**src/rtl/spi_ck_pkg.sv**
```systemverilog
package spi_ck_pkg;

  localparam int unsigned CK_FIELD_W  = 8;
  localparam int unsigned CK_MIN_HALF = 2;

  typedef logic [CK_FIELD_W-1:0] ck_field_t;

  typedef struct packed {
    ck_field_t half;
    logic      cpol;
    logic      ncpha;
    logic      pre;
  } ck_cfg_t;

  typedef enum logic {
    CK_IDLE = 1'b0,
    CK_RUN  = 1'b1
  } ck_state_t;

  // Half period in source ticks, small fields raised to the minimum.
  function automatic ck_field_t ck_half_of(input ck_field_t field);
    if (field < ck_field_t'(CK_MIN_HALF)) return ck_field_t'(CK_MIN_HALF);
    return field;
  endfunction

  // Launch edge: trailing edges when ncpha is set, leading edges otherwise.
  function automatic logic ck_is_launch(input logic ncpha, input logic leading);
    return ncpha ? ~leading : leading;
  endfunction

endpackage

```
**src/rtl/spi_ck_prescale.sv**
```systemverilog
module spi_ck_prescale #(
  parameter int unsigned PRESCALE = 32
) (
  input  logic clk,
  input  logic rst_n,
  input  logic restart,
  input  logic run,
  input  logic pre,
  output logic tick
);
  localparam int unsigned PW = (PRESCALE > 1) ? $clog2(PRESCALE) : 1;
  localparam logic [PW-1:0] LAST = PW'(PRESCALE - 1);

  logic [PW-1:0] cnt;
  logic          wrap;

  assign wrap = (cnt == LAST);
  assign tick = run && (!pre || wrap);

  always_ff @(posedge clk) begin
    if (!rst_n || restart) begin
      cnt <= '0;
    end else if (run) begin
      cnt <= wrap ? '0 : cnt + PW'(1);
    end
  end
endmodule

```
**src/rtl/spi_ck_cfg_sel.sv**
```systemverilog
module spi_ck_cfg_sel
  import spi_ck_pkg::*;
#(
  parameter int unsigned NUM_CS   = 4,
  parameter int unsigned CS_IDX_W = 2
) (
  input  logic [NUM_CS*CK_FIELD_W-1:0] cs_div,
  input  logic [NUM_CS-1:0]            cs_cpol,
  input  logic [NUM_CS-1:0]            cs_ncpha,
  input  logic                         pre_sel,
  input  logic [CS_IDX_W-1:0]          cs_idx,
  output ck_cfg_t                      cfg_sel
);
  ck_cfg_t cand [NUM_CS];

  generate
    for (genvar g = 0; g < NUM_CS; g++) begin : g_cs
      assign cand[g].half  = ck_half_of(cs_div[g*CK_FIELD_W +: CK_FIELD_W]);
      assign cand[g].cpol  = cs_cpol[g];
      assign cand[g].ncpha = cs_ncpha[g];
      assign cand[g].pre   = pre_sel;
    end
  endgenerate

  always_comb begin
    cfg_sel = cand[0];
    for (int i = 0; i < NUM_CS; i++) begin
      if (cs_idx == CS_IDX_W'(i)) cfg_sel = cand[i];
    end
  end
endmodule

```
**src/rtl/spi_ck_edge_gen.sv**
```systemverilog
module spi_ck_edge_gen
  import spi_ck_pkg::*;
#(
  parameter int unsigned BITS = 8
) (
  input  logic    clk,
  input  logic    rst_n,
  input  logic    load,
  input  ck_cfg_t cfg_sel,
  input  logic    tick,
  output ck_cfg_t cfg_l,
  output logic    busy,
  output logic    sck,
  output logic    edge_fire,
  output logic    shift_en,
  output logic    sample_en
);
  localparam int unsigned EDGES = 2 * BITS;
  localparam int unsigned EW    = $clog2(EDGES);
  localparam logic [EW-1:0] LAST_EDGE = EW'(EDGES - 1);

  ck_state_t state;
  ck_field_t hcnt;
  logic [EW-1:0] ecnt;
  logic leading;
  logic launch;

  assign busy      = (state == CK_RUN);
  assign edge_fire = busy && tick && (hcnt == cfg_l.half - ck_field_t'(1));
  assign leading   = ~ecnt[0];
  assign launch    = ck_is_launch(cfg_l.ncpha, leading);

  always_ff @(posedge clk) begin
    if (!rst_n) begin
      state     <= CK_IDLE;
      hcnt      <= '0;
      ecnt      <= '0;
      sck       <= 1'b0;
      cfg_l     <= '0;
      shift_en  <= 1'b0;
      sample_en <= 1'b0;
    end else begin
      shift_en  <= edge_fire && launch;
      sample_en <= edge_fire && !launch;
      if (load) begin
        state <= CK_RUN;
        cfg_l <= cfg_sel;
        hcnt  <= '0;
        ecnt  <= '0;
        sck   <= cfg_sel.cpol;
      end else if (busy && tick) begin
        if (edge_fire) begin
          hcnt <= '0;
          sck  <= ~sck;
          ecnt <= ecnt + EW'(1);
          if (ecnt == LAST_EDGE) state <= CK_IDLE;
        end else begin
          hcnt <= hcnt + ck_field_t'(1);
        end
      end
    end
  end
endmodule

```
**src/rtl/spi_ck_slave_mon.sv**
```systemverilog
module spi_ck_slave_mon #(
  parameter int unsigned SYNC_STAGES = 2,
  parameter int unsigned MIN_PHASE   = 3
) (
  input  logic clk,
  input  logic rst_n,
  input  logic slave_mode,
  input  logic sck_in,
  output logic phase_edge,
  output logic viol
);
  localparam int unsigned LW = $clog2(MIN_PHASE + 1);
  localparam logic [LW-1:0] LMAX = LW'(MIN_PHASE);

  logic [SYNC_STAGES-1:0] sync;
  logic                   held;
  logic [LW-1:0]          len;
  logic                   armed;

  always_ff @(posedge clk) begin
    if (!rst_n) sync <= '0;
    else        sync <= {sync[SYNC_STAGES-2:0], sck_in};
  end

  assign phase_edge = (sync[SYNC_STAGES-1] != held);

  always_ff @(posedge clk) begin
    if (!rst_n) begin
      held  <= 1'b0;
      len   <= '0;
      armed <= 1'b0;
      viol  <= 1'b0;
    end else begin
      held <= sync[SYNC_STAGES-1];
      viol <= slave_mode && armed && phase_edge && (len < LMAX);
      if (phase_edge) len <= LW'(1);
      else if (len != LMAX) len <= len + LW'(1);
      if (!slave_mode) armed <= 1'b0;
      else if (phase_edge) armed <= 1'b1;
    end
  end
endmodule

```
**src/rtl/spi_sck_gen.sv**
```systemverilog
module spi_sck_gen
  import spi_ck_pkg::*;
#(
  parameter int unsigned NUM_CS    = 4,
  parameter int unsigned CS_IDX_W  = (NUM_CS > 1) ? $clog2(NUM_CS) : 1,
  parameter int unsigned BITS      = 8,
  parameter int unsigned PRESCALE  = 32,
  parameter int unsigned MIN_PHASE = 3
) (
  input  logic                         clk,
  input  logic                         rst_n,
  input  logic                         pre_sel,
  input  logic [NUM_CS*CK_FIELD_W-1:0] cs_div,
  input  logic [NUM_CS-1:0]            cs_cpol,
  input  logic [NUM_CS-1:0]            cs_ncpha,
  input  logic                         start,
  input  logic [CS_IDX_W-1:0]          cs_idx,
  input  logic                         slave_mode,
  input  logic                         slave_sck_in,
  output logic                         sck,
  output logic                         shift_en,
  output logic                         sample_en,
  output logic                         busy,
  output logic                         slave_viol
);
  ck_cfg_t   cfg_sel;
  ck_cfg_t   cfg_l;
  logic      tick;
  logic      start_acc;
  logic      edge_fire;
  logic      phase_edge;
  logic      cur_cpol;
  ck_field_t cur_half;

  assign start_acc = start && !busy;
  assign cur_cpol  = cfg_l.cpol;
  assign cur_half  = cfg_l.half;

  spi_ck_cfg_sel #(.NUM_CS(NUM_CS), .CS_IDX_W(CS_IDX_W)) u_sel (
    .cs_div(cs_div), .cs_cpol(cs_cpol), .cs_ncpha(cs_ncpha),
    .pre_sel(pre_sel), .cs_idx(cs_idx), .cfg_sel(cfg_sel)
  );

  spi_ck_prescale #(.PRESCALE(PRESCALE)) u_pre (
    .clk(clk), .rst_n(rst_n), .restart(start_acc), .run(busy),
    .pre(cfg_l.pre), .tick(tick)
  );

  spi_ck_edge_gen #(.BITS(BITS)) u_edge (
    .clk(clk), .rst_n(rst_n), .load(start_acc), .cfg_sel(cfg_sel),
    .tick(tick), .cfg_l(cfg_l), .busy(busy), .sck(sck),
    .edge_fire(edge_fire), .shift_en(shift_en), .sample_en(sample_en)
  );

  spi_ck_slave_mon #(.SYNC_STAGES(2), .MIN_PHASE(MIN_PHASE)) u_mon (
    .clk(clk), .rst_n(rst_n), .slave_mode(slave_mode),
    .sck_in(slave_sck_in), .phase_edge(phase_edge), .viol(slave_viol)
  );
endmodule

```
**config.mk**
```make
export PLATFORM = sky130hd
export DESIGN_NAME = spi_sck_gen
export DESIGN_NICKNAME = d
export VERILOG_FILES = /design/src/rtl/spi_ck_pkg.sv /design/src/rtl/spi_ck_prescale.sv /design/src/rtl/spi_ck_cfg_sel.sv /design/src/rtl/spi_ck_edge_gen.sv /design/src/rtl/spi_ck_slave_mon.sv /design/src/rtl/spi_sck_gen.sv
export SDC_FILE = /design/constraint.sdc
export NUM_CORES = 1
export LEC_CHECK = 0
export ABC_AREA = 1
export CORE_ASPECT_RATIO = 0.6
export CORE_MARGIN = 4
export CORE_UTILIZATION = 30
export CTS_BUF_LIST = sky130_fd_sc_hd__clkbuf_2 sky130_fd_sc_hd__clkbuf_4 sky130_fd_sc_hd__clkbuf_8
export DETAILED_ROUTE_END_ITERATION = 10
export DONT_BUFFER_PORTS = 1
export MAX_ROUTING_LAYER = met4
export PLACE_DENSITY = 0.53
export SYNTH_ARGS = -nofsm -noshare
export SYNTH_HDL_FRONTEND = slang
export SYNTH_SLANG_ARGS = --single-unit
```
**constraint.sdc**
```tcl
create_clock -name clk -period 1.8 [get_ports clk]
set_input_delay 0.09 -clock clk [delete_from_list [all_inputs] [get_ports clk]]
set_output_delay 0.09 -clock clk [all_outputs]
set_load 0.02 [all_outputs]
```
* After elaboration in Yosys (flattened, before gate mapping) *
Index checks and enable logic that the tools add are counted.

word-level totals
  register bits after elaboration = 38
  word-level logic and storage cells = 89
  output and inout bits = 5

operators by class
  $lt $le $gt $ge = 5
  add/sub/neg operators = 5
  bitwise logic cells = 3
  reductions and logical operators = 25
  equality and inequality tests = 8
  mux-type cells = 27

operator list
  cell                                                        number
  two-way mux 8 bit                                           9
  two-way mux 11 bit                                          3
  less-than comparator 8 x 2 -> 1 bit, second input constant  4
  two-way mux 1 bit                                           14
  logical AND 1 bit                                           9
  adder 8 x 1 -> 8 bit, second input constant                 1
  equality test 8 bit                                         1
  nonzero test 2 bit                                          4
  subtractor 8 x 1 -> 8 bit, second input constant            1
  AND reduction 2 bit                                         3
  adder 5 x 1 -> 5 bit, second input constant                 1
  equality test 5 bit, second input constant                  1
  two-way mux 5 bit                                           1
  adder 4 x 1 -> 4 bit, second input constant                 1
  equality test 2 bit, second input constant                  2
  equality test 4 bit, second input constant                  1
  zero test 1 bit                                             4
  OR reduction 2 bit                                          2
  NOT 1 bit                                                   3
  AND reduction 3 bit                                         1
  adder 2 x 1 -> 2 bit, second input constant                 1
  equality test 2 x 1 -> 1 bit, second input constant         1
  logical OR 1 bit                                            2
  less-than comparator 2 bit, second input constant           1
  other kinds (2)                                             2

* Depth between registers and ports, before layout *
Gate-level depths: netlist of run 1.

  depth after elaboration = 8
  depth in mapped cells = 15
  mapped depth without buffers = 15

* Hierarchy *
From an unflattened synthesis of run 1, not the netlist that was laid out.

unflattened totals
  cells, all modules = 402
  area, all modules = 2522.4 um^2

modules (own cells, without submodules)
  module            times used  area each (um^2)  cells an instance  seq. area each (um^2)
  spi_ck_edge_gen   1           1477.7            226                540.5
  spi_ck_cfg_sel    1           499.2             104                0.0
  spi_ck_slave_mon  1           281.5             37                 140.1
  spi_ck_prescale   1           254.0             33                 100.1
  spi_sck_gen       1           10.0              2                  0.0

* Worst setup path before layout of run 1 *
Ideal clock, no wire load.

  kind = register to register
  start = register u_pre.cnt[0]
  end = register u_edge.state (netlist: u_edge.busy)
  path buffers = 0
  path slack = 15 ps
  arrival = 1668 ps
  clock period less this slack = 1785 ps
  required time = 1683 ps
  stages on the path, launching flop included = 14
  setup time = 117 ps
  path through = dfxtp_1 ha_1 nand2_1 nor2_1 ha_1 inv_1 a21oi_4 nand2_1 nor2_1 nand2_1 nor2_4 nand4_1 o21bai_1 nand2_1

between the ends
  longest elaborated chain between the ends = 7
  elaborated cells on any way between the ends = 8
  those cells by class = eq/ne: 1; reduce/logical: 7

RTL lines
  element                                   RTL line                                      source
  start, declared                           spi_ck_prescale.sv:14                         logic [PW-1:0] cnt;
  start signal, assigned                    spi_ck_prescale.sv:24                         cnt <= wrap ? '0 : cnt + PW'(1);
  equality test 5 bit (*)                   spi_ck_prescale.sv:17                         assign wrap = (cnt == LAST);
  logical OR 1 bit (*)                      spi_ck_prescale.sv:18                         assign tick = run && (!pre || wrap);
  logical AND 1 bit (*)                     spi_ck_prescale.sv:18
  logical AND 1 bit (*)                     spi_ck_edge_gen.sv:29, spi_ck_edge_gen.sv:51
  logical AND 1 bit                         spi_ck_edge_gen.sv:29                         assign edge_fire = busy && tick && (hcnt == cfg_l.half - ck_field_t'(1));
  nonzero test 2 bit (no source line)       --
  AND reduction 3 bit (no source line) (*)  --
  end signal, assigned                      spi_ck_edge_gen.sv:35                         state <= CK_IDLE;
  end signal, assigned                      spi_ck_edge_gen.sv:46                         state <= CK_RUN;
  end signal, assigned                      spi_ck_edge_gen.sv:56                         if (ecnt == LAST_EDGE) state <= CK_IDLE;
  end, declared                             spi_ck_edge_gen.sv:22                         ck_state_t state;

Mark *: on every way between the ends. The rest lies on a longest branch, timed or not.
A chain may end at the register's enable or synchronous reset.

* Final worst setup path of run 1 *
  start = register u_pre.cnt[0]
  end = register u_edge.hcnt[1]

between the ends
  longest elaborated chain between the ends = 6

RTL lines
  element                  RTL line                                      source
  equality test 5 bit (*)  spi_ck_prescale.sv:17
  logical OR 1 bit (*)     spi_ck_prescale.sv:18
  logical AND 1 bit (*)    spi_ck_prescale.sv:18
  logical AND 1 bit (*)    spi_ck_edge_gen.sv:29, spi_ck_edge_gen.sv:51
  logical AND 1 bit        spi_ck_edge_gen.sv:29
  two-way mux 8 bit        spi_ck_edge_gen.sv:52                         if (edge_fire) begin
  end signal, assigned     spi_ck_edge_gen.sv:58                         hcnt <= hcnt + ck_field_t'(1);
  end, declared            spi_ck_edge_gen.sv:23                         ck_field_t hcnt;

Marks and branches as above.

==> results of run 1 <==
## logic make-up (layout without fill, tap and decap cells)
kind of cell | after synthesis | in the layout | share of synthesized area, %
DFF | 38 | 38 | 34.2
adders and majority gates | 6 | 6 | 3.38
buffers and inverters | 54 | 83 | 9.74
AOI/OAI and AO/OA | 60 | 60 | 15.9
and+or+nand+nor | 156 | 156 | 30.8
xor gates and xnor gates | 14 | 14 | 5.52
muxes | 1 | 1 | 0.450
## tightest hold or removal path, cell delays in order
cell,delay [ns]
nand2_1,0.04
o21bai_1,0.10
nand2_1,0.04
## placed cells by master, fill, tap and decap left out, types with 3 or more instances in the layout
cell type      Yosys  layout
a21oi_1           17      15
ha_1               6       4
nand4_1            8       8
o21ai_0           27      26
a21oi_2            1       3
dfxtp_1           38      36
nor2_1            41      39
xnor2_1            5       5
nand2_2            1       6
nor3_1             7       6
clkbuf_8           0       5
nor2_2             3       5
nand3_1           18      17
inv_1             46      45
nand2_4            1       4
xor2_1             9       9
buf_4              0      20
dlygate4sd3_1      0       5
nand2_1           71      63
## timing repair
action	CTS	global route
hold buffers	5	0
resized for setup	10	15
pin swaps	3	7
endpoints found under the hold margin	11	0
buffers inserted	2	3
endpoints found under the setup margin	16	16
## report_power, final
part           total (mW)  internal (mW)  switching (mW)
Combinational       0.420          0.166           0.254
Sequential          0.920          0.881          0.0393
Clock               0.737          0.412           0.325
Total                2.08           1.46           0.618
## layer usage
layer	wire length (um)	vias to the layer above	GRT usage, %
met2	2160	52	17.1
met1	3260	989	22.1
met3	433	7	3.98
li1	-	1130	-
met5	0	-	-
met4	57	0	3.47
## cell type report
cell class	instances	area [um^2]	share of cell area [%]
Multi-Input combinational cell	237	1320	48.5
Sequential cell	38	763	28.1
Tap cell	100	125	4.61
Clock buffer	5	68.8	2.53
Inverter	50	195	7.19
Timing Repair Buffer	25	200	7.37
Clock inverter	3	45.0	1.66
## sequential cells by signal, summed over array words and instances, names as in the netlist
register and count:
u_mon.sync 2, u_mon.held 1, u_edge.sck 1, u_edge.ecnt 4
u_mon.len 2, u_edge.hcnt 8, u_edge.shift_en 1, u_mon.armed 1
u_mon.viol 1, u_pre.cnt 5, u_edge.cfg_l 10, u_edge.sample_en 1
u_edge.busy 1
## worst min-delay path by stage
stage,end,start,cells after the start,slack (ns)
after floorplan,u_mon.sync[0],slave_sck_in,2,0.19
after global placement,u_mon.sync[1],rst_n,2,0.19
after detailed placement,u_mon.sync[0],rst_n,2,0.19
after CTS,u_edge.busy,rst_n,3,0.004
after global routing,u_edge.cfg_l[3],cs_div[16],2,0.02
final,u_edge.busy,rst_n,3,0.01
==> results.md, run 1 <==
- 0 antenna diodes ended up in the layout.
- Global routing finished with a remaining overflow of 0.
- The number of warnings reported in the yosys synthesis log is 0.
- The worst register-to-register path begins at u_pre.cnt[0].
- Port buffering added 0 buffers.
- The detailed router finished its first iteration with 158 violations.
- The number of iterations in the first detailed-routing pass is 5.
- The number of buffers and inverters on the critical path is 2.
- The share of async-settable or async-resettable flops after synthesis is 0%.
- The layout overhead on the synthesized area is 22.2%.
- The delay of the slowest cell on the worst path is between 0.3 and 0.4 ns.
- The number of placed instances, taps included, is 440.
- Counting every sink on the clock net gives 38.
- The I/O pin count is 53.
- After detailed routing, the number of remaining DRC violations is 0.
- The flow ran to the end, but the final reports show violations.
- The number of global-route vias before repair is 1890.
- Clock tree synthesis selected as its root buffer the cell clkbuf_8.
- The critical path ends at u_edge.hcnt[1].
- The cell type contributing the most total cell area after synthesis is dfxtp_1.
- The signal on the critical path passes through ha_4 > nand2_2 > nor2_1 > ha_2 > inv_2 > a21oi_4 > nand2_1 > nor2_1 > nand2_1 > nor2_4 > nand2_4 > buf_4 > nand3_2 > a21oi_1.
- The worst-case setup slack after placement is -0.154 ns.
- Yosys attributes the largest share of cell area to dfxtp_1 (34%), nand2_1 (12%), inv_1 (7.8%).
- The detailed router placed around 2200 vias in this run.
- The die outline area is 8890 um^2.
- At the end of the flow, the number of nets in the layout was 411.
- Setup slack on the worst reg-to-reg path comes out at -0.12 ns.
- The floorplan step set the die height to 74.7 um.
- The latest clock arrival within the worst-skew pair is just under 0.3 ns.
- The flip-flop cell with the highest count after synthesis is dfxtp_1.
- Summing every instance area after synthesis gives approximately 2200 um^2.
- The max-slew violation count is 0.
- At the pin with the least slew margin, the transition time is ~0.42 ns.
- The checks that failed: setup timing.
- Summing all placed instances gives a cell area of 2430 um^2.
- In this run the number of H-tree levels came out at 2.
- The pin count of the biggest net entering global routing is 14.
- The half-perimeter wire length after detailed placement is 4770 um.
- The number of instances in the synthesized netlist is 329.
- The detailed-route wire length per cell is 12.9 um.
- Summing the sequential cell areas from Yosys gives 34.2% of the chip area.
- The number of buffers created by CTS is 5.
- The class of the worst hold path is in -> reg.
- Yosys instantiated no cell more often than nand2_1.
- The final design instance area without fill is 2720 um^2.
- The total negative slack for setup checks is -0.655 ns.
- The post-CTS clock slew at the launch and capture registers of the worst setup and hold paths is about 0.080 ns.
- The weighted congestion reported at the end of routability-driven placement is 0.896.
- The critical path is of the reg -> reg type.
- The count of nets left with antenna violations once routing finished came out at 0.
- Setup violations remaining at the end of the flow were counted as 15.
- The maximum fanout count along the critical path is 6.
- The portion of synthesized cell area occupied by the leading cell type is around 34%.
- The final worst setup slack is -0.119 ns.
- The final standard cell count with taps included and fillers excluded is 458.
- The fmax is 0.521 GHz.
- At the worst endpoint, the required time is approximately 2 ns.
- Max-cap violations in this run came to 0.
- Ranked by instance count, the synthesized netlist is headed by nand2_1 (71), inv_1 (46), nor2_1 (41), dfxtp_1 (38), o21ai_0 (27).
- The initial utilization of the core area, before any placement, comes to between 30% and 40%.
- The register bit count reported by yosys is 38.
- In this run the number of cells on the critical path is 14.
- Measured on the finished design, the core utilization comes to between 30% and 40%.
- The die is 119 um wide.
- The post-route clock period utilization is 107%.
- STA classifies the critical path endpoint as a flop.
- For this design, the slowest cell found on the critical path is dfxtp_2.
- The final count of hold timing violations is 0.
- The number of antenna violations at the first check in global routing is 0.
- Setup repair after global routing could not meet its margin everywhere.
- For this design the ratio of total power to cell area is ~770 nW/um^2.
- The family of cells with the greatest summed delay on the critical path is simple AND/OR/NAND/NOR gates.
- The count of fill cells added during filler insertion is slightly above 700.
- Global routing used 14.2% of the available tracks across all layers.
- The maximum clock insertion buffer count is 2.
- After floorplanning, the core was divided into 23 placement rows.
- The worst setup path is launched from a flop.
- The wire length of the first global-routing pass is 9500 um.
- TritonCTS built the clock tree.
- The number of nets handed over by synthesis was 383.
- A synthesized cell averages 6.75 um^2.
- The arrival time of the worst setup path is 2.10 ns.
- The synthesized design contains 0 enable-type register cells.
- The power consumption is 2.08 mW.
- The static leakage is between 1 and 1.5 nW.
- The region available for standard cell placement spans 6940 um^2.
- The worst slew margin relative to its limit is 71.8%.
- Across the VDD grid, the largest voltage drop is 433 uV.
- Tracing the worst setup path back leads to its startpoint at u_pre.cnt[0].
- The endpoint identified for the worst register-to-register timing path is u_edge.hcnt[1].
- The tightest hold path in the finished design has a slack of 0.0143 ns.
- Across the routed clock network, the largest skew measured is 0.00178 ns.
- The share of layout cells above drive strength 1 is 16.8%.
- The routed design could run at a clock period as short as 1.92 ns.
- Summed over all layers, the routed wires come to 5910 um.
- The distinct cell type count of the synthesized netlist is 39.
- The number of cell instances on the worst register-to-register path is 14.
- The via density per instance is 4.76.
Note: power is estimated with default switching activity, not from simulation.
==> run 2, diff against run 1 <==
--- a/config.mk
+++ b/config.mk
@@ -5,7 +5,6 @@
 export SDC_FILE = /design/constraint.sdc
 export NUM_CORES = 1
 export LEC_CHECK = 0
-export ABC_AREA = 1
 export CORE_ASPECT_RATIO = 0.6
 export CORE_MARGIN = 4
 export CORE_UTILIZATION = 30
==> results.md, run 2 <==
- The post-placement cell area came to 2410 um^2 (-1.2%).
- The highest ir drop seen on vdd came to 315 uV (-27%).
- The number of global-route vias before repair came to 1737 (-8.1%).
- The pin count of the biggest net entering global routing is 21 (+7).
- The post-layout minimum cycle time is 1.90 ns (-0.0230 ns).
- The number of nets still failing antenna checks after routing is 0 (unchanged).
- The share of async-settable or async-resettable flops after synthesis was 0% (unchanged).
- The worst-case setup slack after placement came to -0.219 ns (-0.0655 ns).
- The type of the worst setup path is reg -> reg.
- The most used flip-flop cell after synthesis is dfxtp_1.
- The placement row count is 23 (unchanged).
- The critical path endpoint category is a flop.
- The die outline area is 8590 um^2 (-3.4%).
- The worst-margin pin slew is 0.661 ns (+0.239 ns).
- The cell type of the slowest stage on the worst timing path is or2_2.
- Relative to the synthesized area, the layout overhead comes to 21.2%.
- The share of layout cells above drive strength 1 is 22.4% (+5.6 points).
- The latest clock arrival within the worst-skew pair came to 0.30 ns (about the same).
- The worst slew margin relative to its limit is 55.8% (-16 points).
- The beginning of the worst hold path is cs_idx[1].
- The fraction of met2 tracks used by global routing was 16.3% (-0.88 points).
- The clock share of power is 33.3% (-2.2 points).
- The launching element type of the critical path is a flop.
- The number of iterations in the first detailed-routing pass was 4 (-1).
- The final worst setup slack is -0.0962 ns (+0.0230 ns).
- Setup repair after global routing could not meet its margin everywhere.
- The number of warnings reported in the yosys synthesis log is 0 (unchanged).
- The setup clock skew after layout was 0.00728 ns (+0.00550 ns).
- The global routing met1 resource utilization was 19.5% (-2.6 points).
- The final setup violation count is 13 (-2).
- The endpoint required time on the critical path is 2.04 ns (+0.06 ns).
- The register bit count reported by yosys is 38 (unchanged).
- The startpoint of the worst-slack reg-to-reg timing path is u_edge.cfg_l[3].
- The largest registers in the layout are u_edge.cfg_l (10), u_edge.hcnt (8), u_pre.cnt (5).
- The number of placed instances with taps included is 341 (-23%).
- The number of enable-type register cells in the synthesized netlist is 0 (unchanged).
- The distinct cell type count of the synthesized netlist is 49 (+26%).
- The diode insertion count for antenna repair was 0 (unchanged).
- By count the netlist is led by dfxtp_1 (38), nand2_1 (34), nor2_1 (30), xnor2_1 (10), xor2_1 (10).
- The switching share of power is 26.2% (-3.6 points).
- The final reports fail on setup timing.
- The number of cell instances on the worst register-to-register path was 7 (-7).
- The leftover overflow at the end of global routing is 0 (unchanged).
- The number of instances in the synthesized netlist is 242 (-26%).
- The post-synthesis net count came to 296 (-23%).
- The portion of synthesized cell area occupied by the leading cell type was 35.6% (+1.3 points).
- The critical path goes through nor2_1 > a221o_1 > o311ai_1 > o2111a_2 > buf_12 > or2_2 > nor2_1.
- The number of nets in the final layout came to 322 (-22%).
- The combinational share of power is 16.8% (-3.4 points).
- The summed instance area of the synthesized netlist is 2140 um^2 (-3.7%).
- The routing layer with the top usage in global route is met1.
- The internal power contribution came to 1.34 mW (-8.4%).
- The final standard cell count with taps included and fillers excluded is 355 (-22%).
- The final design instance area without fill came to 2590 um^2 (-4.5%).
- The portion of total power attributed to sequential cells came to 49.9% (+5.6 points).
- The path class of the tightest hold or removal check is in -> reg.
- The I/O pin count is 53 (unchanged).
- Summed over all instances, the cell type with the most area after synthesis is dfxtp_1.
- The initial detailed-routing violation count was 92 (-42%).
- The register-to-register setup slack was -0.1 ns (+0.02 ns).
- The flip-flop count of the largest register, all copies and words added is 10 (unchanged).
- The weighted congestion reported at the end of routability-driven placement is 0.799 (-11%).
- The number of design rule violations left after detail routing is 0 (unchanged).
- In the layout the commonest cells are nand2_1 (34), dfxtp_1 (34), nor2_1 (30), buf_4 (25), xnor2_1 (10).
- Clock tree synthesis selected as its root buffer the cell clkbuf_8.
- The maximum fanout count along the critical path is 13 (+7).
- u_edge.cfg_l holds more flip-flops than any other register.
- The half-perimeter wire length after detailed placement is 3820 um (-20%).
- The global-route met3 utilization is 4.53% (+0.55 points).
- The reported net switching power came to 474 uW (-23%).
- The arrival time of the worst setup path is 2.13 ns (+0.03 ns).
- The number of buffers created by CTS is 5 (unchanged).
- The number of clock sinks seen by CTS is 38 (unchanged).
- The part of the Yosys area used for sequential elements was 35.6% (+1.3 points).
- The worst hold path terminates at u_edge.cfg_l[3].
- The minimum hold slack was 0.0484 ns (+0.0342 ns).
- The fmax came to 0.527 GHz (+1.2%).
- The wire length of the first global-routing pass is 8410 um (-11%).
- The placeable core region is 6790 um^2 (-2.1%).
- The capture point of the worst reg-to-reg path is u_edge.hcnt[3].
- The H-tree depth reported by CTS came to 2 (unchanged).
- The post-detailed-routing wire length came to 5040 um (-15%).
- The via density per instance is 5.02 (+5.6%).
- The initial standard-cell utilization of the core is 31.5% (-0.54 points).
- The power density over cell area was 698 nW/um^2 (-8.7%).
- The count of input and output buffers is 0 (unchanged).
- The post-route clock period utilization is 105% (-1.3 points).
- The post-route core utilization is 38.2% (-0.98 points).
- The final count of hold timing violations is 0 (unchanged).
- The cell repeated most along the worst path is nor2_1.
- The chip width is 117 um (-1.8%).
- The max-slew violation count is 0 (unchanged).
- The max-capacitance violation count is 0 (unchanged).
- The total negative slack for setup checks came to -0.847 ns (-0.192 ns).
- The total vias in the final route is 1783 (-18%).
- The detailed-route wire length per cell came to 14.2 um (+10%).
- The power consumption is 1.81 mW (-13%).
- The global-route usage over all layers came to 13.1% (-1.1 points).
- The die outline height is 73.4 um (-1.7%).
- The post-CTS clock slew at the launch and capture registers of the worst setup and hold paths came to 0.08 ns (about the same).
- The leading cell type by number of instances after synthesis is dfxtp_1.
- The number of antenna violations at the first check in global routing is 0 (unchanged).
- The maximum clock insertion buffer count is 2 (unchanged).
- The delay of the slowest cell on the worst path is 0.34 ns (about the same).
- The mean area per synthesized cell is 8.84 um^2 (+31%).
- By area the synthesized netlist is led by dfxtp_1 (36%), mux4_2 (8.4%), nand2_1 (6.0%).
- The run finished, with violations left.
- The static leakage was 0.981 nW (-18%).
- TritonCTS built the clock tree.
- The number of stages on the worst hold path is 2 (-1).
-- run 2: cell types whose count changed after synthesis, sizes merged, moves of 13 or more --
cell,previous run,this run
a21oi,19,6
inv,48,7
nand2,73,34
nand3,18,4
nor2,46,30
o21ai,27,7
-- run 2: worst max-delay path by stage --
stage                          startpoint             end  slack (ns)  depth (start not counted)
after floorplan              u_pre.cnt[1]  u_edge.ecnt[1]       -0.04                          9
after global placement    u_edge.cfg_l[3]  u_edge.ecnt[2]       -0.16                          7
after detailed placement  u_edge.cfg_l[4]  u_edge.ecnt[2]       -0.22                          7
after CTS                    u_pre.cnt[1]  u_edge.ecnt[2]       -0.11                          9
after global routing         u_pre.cnt[1]  u_edge.ecnt[2]       -0.17                          9
final                     u_edge.cfg_l[3]  u_edge.hcnt[3]        -0.1                          7
-- run 2: worst max-delay path: cells and delay by family, from the launching register on --
| family | cells | cell delay (ns) |
|---|---|---|
| and+or+nand+nor | 3 | 0.73 |
| AOI/OAI and AO/OA | 3 | 0.63 |
| DFF | 1 | 0.33 |
| buffers and inverters | 1 | 0.15 |
-- run 2: what timing repair did --
action / in CTS / in global routing
resized for setup: 4 / 2
pin swaps: 1 / 1
hold endpoints to repair: 21 / 0
endpoints found under the setup margin: 16 / 16
hold buffers: 6 / 0
buffers inserted: 1 / 0
-- run 2: cell families (layout without fill, tap and decap cells) --
family	Yosys count	in the layout	synth area share, %
flip-flops	38	38	35.6
adder cells (fa/ha/maj)	6	6	3.51
XOR/XNOR	20	20	8.19
multiplexers	14	14	11.2
AO/OA/AOI/OAI	43	43	14.9
buffers and inverters	20	46	4.33
AND/OR/NAND/NOR	101	101	22.3
-- run 2: cell type report --
| class | count | area, um^2 |
|---|---|---|
| Multi-Input combinational cell | 184 | 1340 |
| Inverter | 7 | 26.3 |
| Clock buffer | 7 | 83.8 |
| Sequential cell | 38 | 766 |
| Timing Repair Buffer | 32 | 268 |
| Fill cell | 704 | 4200 |
| Tap cell | 87 | 109 |
-- run 2: power by group through the flow --
stage | Sequential (mW) | Combinational (mW) | Clock [mW]
after CTS | 0.904 | 0.305 | 0.623
after detailed placement | 0.922 | 0.280 | 0
after global routing | 0.908 | 0.338 | 0.663
after global placement | 0.921 | 0.277 | 0
final | 0.903 | 0.304 | 0.603
after floorplan | 0.922 | 0.219 | 0
-- run 2: metal layers --
layer  vias to the layer above  share of wire [%]
li1                        907                  -
met1                       832                 55
met2                        37                 38
met3                         7                6.3
met4                         0                1.3
met5                         -                  0
